File: config.mk
export PLATFORM = sky130hd
export DESIGN_NAME = rpa_arbiter
export DESIGN_NICKNAME = d
export VERILOG_FILES = /design/src/rtl/rpa_pkg.sv /design/src/rtl/rpa_prio_search.sv /design/src/rtl/rpa_service_filter.sv /design/src/rtl/rpa_arbiter.sv
export SDC_FILE = /design/constraint.sdc
export NUM_CORES = 1
export LEC_CHECK = 0
export ABC_AREA = 1
export BUFFER_PORTS_ARGS = -buffer_cell sky130_fd_sc_hd__buf_4
export CAP_MARGIN = 20
export CORE_MARGIN = 4
export CORE_UTILIZATION = 50
export DETAILED_ROUTE_END_ITERATION = 12
export PLACE_DENSITY = 0.78
export SKIP_LAST_GASP = 1
export SYNTH_ARGS = -nofsm -noshare
export SYNTH_HDL_FRONTEND = slang
export SYNTH_SLANG_ARGS = --single-unit
File: constraint.sdc
create_clock -name clk -period 1.43 [get_ports clk]
set_clock_uncertainty 0.15 [all_clocks]
set_input_delay 0.2145 -clock clk [delete_from_list [all_inputs] [get_ports clk]]
set_output_delay 0.2145 -clock clk [all_outputs]
set_load 0.01 [all_outputs]
File: src/rtl/rpa_pkg.sv
package rpa_pkg;

    localparam int RPA_LINES   = 8;
    localparam int RPA_CASCADE = 2;

    typedef enum logic {
        ST_QUIET  = 1'b0,
        ST_SIGNAL = 1'b1
    } rpa_state_e;

endpackage

File: src/rtl/rpa_prio_search.sv
module rpa_prio_search #(
    parameter int LINES = 8,
    localparam int IW = $clog2(LINES)
) (
    input  logic [LINES-1:0] vec_i,
    input  logic [IW-1:0]    off_i,
    output logic [IW:0]      level_o
);

    localparam logic [IW:0] LVL_NONE = (IW + 1)'(LINES);

    logic [LINES-1:0] rot;

    // rot[p] is the line that sits at priority level p
    for (genvar gp = 0; gp < LINES; gp++) begin : g_rot
        logic [IW-1:0] idx;
        assign idx     = IW'(gp) + off_i;
        assign rot[gp] = vec_i[idx];
    end

    always_comb begin
        level_o = LVL_NONE;
        for (int p = LINES - 1; p >= 0; p--) begin
            if (rot[p]) begin
                level_o = (IW + 1)'(p);
            end
        end
    end

    // R2/R3 guards: an empty vector gives the none code; a found level hits a set line
    always_comb begin
        a_r2_none_code : assert ((vec_i == '0) == (level_o == LVL_NONE));
        if (level_o != LVL_NONE) begin
            a_r3_level_hits : assert (vec_i[level_o[IW-1:0] + off_i]);
        end
    end

endmodule

File: src/rtl/rpa_service_filter.sv
module rpa_service_filter #(
    parameter int LINES        = 8,
    parameter int CASCADE_LINE = 2
) (
    input  logic [LINES-1:0] insvc_i,
    input  logic [LINES-1:0] mask_i,
    input  logic             spec_mask_i,
    input  logic             nest_i,
    input  logic             is_master_i,
    output logic [LINES-1:0] eff_o
);

    logic [LINES-1:0] cascade_hole;

    always_comb begin
        cascade_hole = '0;
        if (is_master_i && nest_i) begin
            cascade_hole[CASCADE_LINE] = 1'b1;
        end
    end

    always_comb begin
        eff_o = insvc_i & ~cascade_hole;
        if (spec_mask_i) begin
            eff_o = eff_o & ~mask_i;
        end
    end

    always_comb begin
        a_r6_subset : assert ((eff_o & ~insvc_i) == '0);
        if (spec_mask_i) begin
            a_r6_masked_gone : assert ((eff_o & mask_i) == '0);
        end
        if (is_master_i && nest_i) begin
            a_r7_cascade_gone : assert (!eff_o[CASCADE_LINE]);
        end
    end

endmodule

File: src/rtl/rpa_arbiter.sv
module rpa_arbiter
    import rpa_pkg::*;
#(
    parameter int LINES        = RPA_LINES,
    parameter int CASCADE_LINE = RPA_CASCADE,
    localparam int IW = $clog2(LINES)
) (
    input  logic             clk,
    input  logic             rst_n,
    input  logic [LINES-1:0] pend_i,
    input  logic [LINES-1:0] mask_i,
    input  logic [LINES-1:0] insvc_i,
    input  logic [IW-1:0]    offset_i,
    input  logic             spec_mask_i,
    input  logic             nest_i,
    input  logic             is_master_i,
    output logic             irq_o,
    output logic [IW-1:0]    irq_num_o,
    output logic             svc_valid_o,
    output logic [IW-1:0]    svc_num_o
);

    localparam logic [IW:0] LVL_NONE = (IW + 1)'(LINES);

    logic [LINES-1:0] req_vec;
    logic [LINES-1:0] eff_svc;
    logic [IW:0]      cand_lvl;
    logic [IW:0]      cur_lvl;
    logic [IW:0]      svc_lvl;
    logic [IW-1:0]    cand_irq;
    logic [IW-1:0]    svc_irq;
    logic             win;

    rpa_state_e state_q;
    rpa_state_e state_d;
    logic [IW-1:0] irq_num_q;
    logic          svc_valid_q;
    logic [IW-1:0] svc_num_q;

    assign req_vec = pend_i & ~mask_i;

    rpa_service_filter #(
        .LINES       (LINES),
        .CASCADE_LINE(CASCADE_LINE)
    ) filt_i (
        .insvc_i    (insvc_i),
        .mask_i     (mask_i),
        .spec_mask_i(spec_mask_i),
        .nest_i     (nest_i),
        .is_master_i(is_master_i),
        .eff_o      (eff_svc)
    );

    rpa_prio_search #(.LINES(LINES)) cand_srch_i (
        .vec_i  (req_vec),
        .off_i  (offset_i),
        .level_o(cand_lvl)
    );

    rpa_prio_search #(.LINES(LINES)) cur_srch_i (
        .vec_i  (eff_svc),
        .off_i  (offset_i),
        .level_o(cur_lvl)
    );

    rpa_prio_search #(.LINES(LINES)) svc_srch_i (
        .vec_i  (insvc_i),
        .off_i  (offset_i),
        .level_o(svc_lvl)
    );

    assign cand_irq = cand_lvl[IW-1:0] + offset_i;
    assign svc_irq  = svc_lvl[IW-1:0] + offset_i;

    // none code equals LINES, so an absent candidate never passes the strict test
    assign win = (cand_lvl < cur_lvl);

    always_comb begin
        state_d = ST_QUIET;
        unique case (state_q)
            ST_QUIET:  state_d = win ? ST_SIGNAL : ST_QUIET;
            ST_SIGNAL: state_d = win ? ST_SIGNAL : ST_QUIET;
            default:   state_d = ST_QUIET;
        endcase
    end

    always_ff @(posedge clk or negedge rst_n) begin
        if (!rst_n) begin
            state_q <= ST_QUIET;
        end else begin
            state_q <= state_d;
        end
    end

    always_ff @(posedge clk or negedge rst_n) begin
        if (!rst_n) begin
            irq_num_q   <= '0;
            svc_valid_q <= 1'b0;
            svc_num_q   <= '0;
        end else begin
            irq_num_q   <= win ? cand_irq : '0;
            svc_valid_q <= (svc_lvl != LVL_NONE);
            svc_num_q   <= (svc_lvl != LVL_NONE) ? svc_irq : '0;
        end
    end

    assign irq_o       = (state_q == ST_SIGNAL);
    assign irq_num_o   = irq_num_q;
    assign svc_valid_o = svc_valid_q;
    assign svc_num_o   = svc_num_q;

    a_r2_no_candidate : assert property (@(posedge clk) disable iff (!rst_n)
        ((pend_i & ~mask_i) == '0) |=> !irq_o);

    a_r5_idle_service : assert property (@(posedge clk) disable iff (!rst_n)
        (((pend_i & ~mask_i) != '0) && (insvc_i == '0)) |=> irq_o);

    a_r4_top_busy : assert property (@(posedge clk) disable iff (!rst_n)
        (insvc_i[offset_i] && !spec_mask_i && !nest_i) |=> !irq_o);

    a_r3_winner_pending : assert property (@(posedge clk) disable iff (!rst_n)
        irq_o |-> ((($past(pend_i & ~mask_i) >> irq_num_o) & LINES'(1)) != '0));

    a_r10_num_idle : assert property (@(posedge clk) disable iff (!rst_n)
        !irq_o |-> (irq_num_o == '0));

    a_r8_svc_empty : assert property (@(posedge clk) disable iff (!rst_n)
        (insvc_i == '0) |=> (!svc_valid_o && svc_num_o == '0));

    a_r1_reset_quiet : assert property (@(posedge clk)
        !rst_n |-> (!irq_o && !svc_valid_o));

endmodule

==> metrics.txt <==
status=finished, violations left; failing checks=negative setup slack; net switching power=1.14 mW; Hold Path Class=in2async; Critical Path AT=2.71 ns; worst relative slew slack=72.4%; Cell Area, Synth=1700 sq um; Layout area overhead=72.4%; IO Pins=40; Setup TNS=-7.75 ns; DR vias/cell=6.61; initial core utilization=53.8%; post-synthesis register bit count=8; final worst slack=-1.29 ns; Clock transition at path regs=0.07 ns; Int Pwr=1.16 mW; Synthesis Warnings=0; RSZ-0062 raised after global routing=yes; Reg power frac=14.3%; Area after DPL=2380 sq um; CP endpoint kind=register; Routed wire per std cell=21.4 microns; Synth Net Count=361; vias in the first global route=2310; switching portion of total power=49.7%; Rows=20; max-cap violation count=0; layout cells sized above 1=48.3%; sequential fraction of the synthesis area=11.8%; final core occ=92.8%; P_leak=1.54 nW; Die ar.=4390 sq um; CTS tree=done; CTS buffer count=3; Yosys top cell area share=24.1%; clock sinks=8; top cells by area, synth=nand2_1 (24%), nand3_1 (17%), dfrtp_1 (12%); gr usage total=28.9%; pwr dens=787 nW/um^2; Clock power frac=8.4%; Fill cells=119; PortBufs=39; crit start category=input port; CP Class=in2reg; worst-case clock buffer depth=2; global-route wire length before repair=9.92 mm; Net count, final=449; Die Span Y=66.3 microns; Hold Vio Cnt, Final=0; most frequent cells in the layout=nand2_1 (86), buf_4 (80), nand3_1 (45); Mapped Cells=320; Comb power frac=77.2%; htree depth=1; DR vias=2975; leading cell type in the layout, fill and taps excluded=nand2_1; Slew Limit Fails=0; Design Area, Final=2930 sq um; DIE WIDTH=66.3 microns; min cycle time layout=2.72 ns; Tightest Pin Transition=0.410 ns; initial drt markers=490; Yosys top cell by area=nand2_1; hpwl dp=4.46 mm; first-pass iteration count of the detailed router=6; Avg Inst Size Synth=5.30 sq um; Post-Route WL=9.62 mm; Worst Path Max Fanout=5; final setup violation count=8; DRT antenna net count=0; Antenna diodes=0; grt ovf=0; peak supply drop=0.000584 V; remaining routing DRC violations=0; Root Driver=clkbuf_4; WP data required=1.42 ns; Synth cell types=28; Core ar.=3150 sq um; Tcrit/Tclk final=190%; initial antenna violation count=0; fmax=368 MHz; GPL Wtd Cong=0.861; largest net degree at the start of global routing=14
==> through the flow <==
stage / hold WS (ns) / setup slack, ns / power [mW] / instances
finish: 0.150 / -1.29 / 2.30 / 450
detailed placement: -0.112 / -1.33 / 1.56 / 435
global route: 0.153 / -1.25 / 2.43 / 450
global placement: -0.116 / -1.23 / 1.51 / 435
floorplan: -0.231 / -1.27 / 1.06 / 320
CTS: 0.162 / -0.944 / 1.83 / 444
==> registers in the layout, summed over array words and instances (netlist names) <==
| register | count |
|---|---|
| svc_num_o | 3 |
| svc_valid_o | 1 |
| irq_o | 1 |
| irq_num_o | 3 |
==> routing by layer <==
layer | vias up | share of wire, % | track usage (%)
met3 | 126 | 13 | 3.57
met5 | - | 0 | 0
met4 | 0 | 9.5 | 10.9
met2 | 323 | 45 | 50.8
met1 | 1320 | 33 | 35.4
li1 | 1206 | - | -
==> critical path: stages <==
cell	delay, ns
buf_12	0.11
buf_6	0.13
nand2_2	0.06
inv_2	0.04
a21oi_2	0.11
inv_1	0.09
o21ai_1	0.19
inv_1	0.11
o21ai_1	0.16
inv_1	0.11
a21oi_2	0.12
o21ai_1	0.09
nand2_1	0.10
a21boi_2	0.05
ha_2	0.18
fa_2	0.33
xor2_1	0.19
xor2_1	0.23
nor2_1	0.07
==> worst max-delay path by stage <==
stage,slack [ns],to,depth (start not counted),start
global placement,-1.23,irq_num_o[2],20,offset_i[0]
floorplan,-1.27,svc_num_o[2],20,offset_i[1]
finish,-1.29,svc_num_o[2],19,offset_i[0]
global route,-1.25,svc_num_o[2],16,offset_i[0]
detailed placement,-1.33,irq_num_o[2],20,offset_i[0]
CTS,-0.94,irq_num_o[2],20,offset_i[0]
==> cell families after synthesis <==
logic type | share of synthesized area (%)
flops | 11.8
compound gates | 13.3
mux | 1.18
buf+inv | 14.5
fa+ha+maj | 7.52
xor+xnor | 4.06
simple gates | 47.6
==> power groups by stage <==
stage	clock [mW]	sequential, mW	combinational, mW
floorplan	0	0.364	0.695
global placement	0	0.321	1.19
detailed placement	0	0.325	1.23
CTS	0.171	0.322	1.33
global route	0.204	0.335	1.89
finish	0.194	0.330	1.78
==> cell usage after synthesis (all sizes together) <==
| library cell | count |
|---|---|
| a31o | 1 |
| mux2i | 2 |
| fa | 2 |
| o211ai | 1 |
| nand3 | 58 |
| or2 | 1 |
| nor2 | 17 |
| nor3 | 3 |
| clkbuf | 3 |
| a21oi | 8 |
| a21boi | 1 |
| buf | 8 |
| a31oi | 6 |
| and2 | 1 |
| nand2 | 109 |
| o21ai | 25 |
| xnor2 | 3 |
| dfrtp | 8 |
| nand4 | 2 |
| inv | 50 |
| xor2 | 4 |
| ha | 7 |
==> layout make-up <==
cell class	instances	area [sq um]	area share [%]
multi-input cells	251	1640	56.1
repair buffers	94	805	27.5
inverters	50	203	6.93
flip-flops and latches	8	200	6.84
well taps	44	55.1	1.88
clock buffers	3	22.5	0.770
==> what timing repair did <==
action / CTS / global route
gates cloned: 1 / 1
gates resized for setup: 43 / 74
pin swaps: 12 / 16
endpoints found under the setup margin: 8 / 8
hold buffers: 1 / 0
hold endpoints to repair: 8 / 0
setup buffers: 4 / 5
(Power assumes the default switching activity.)
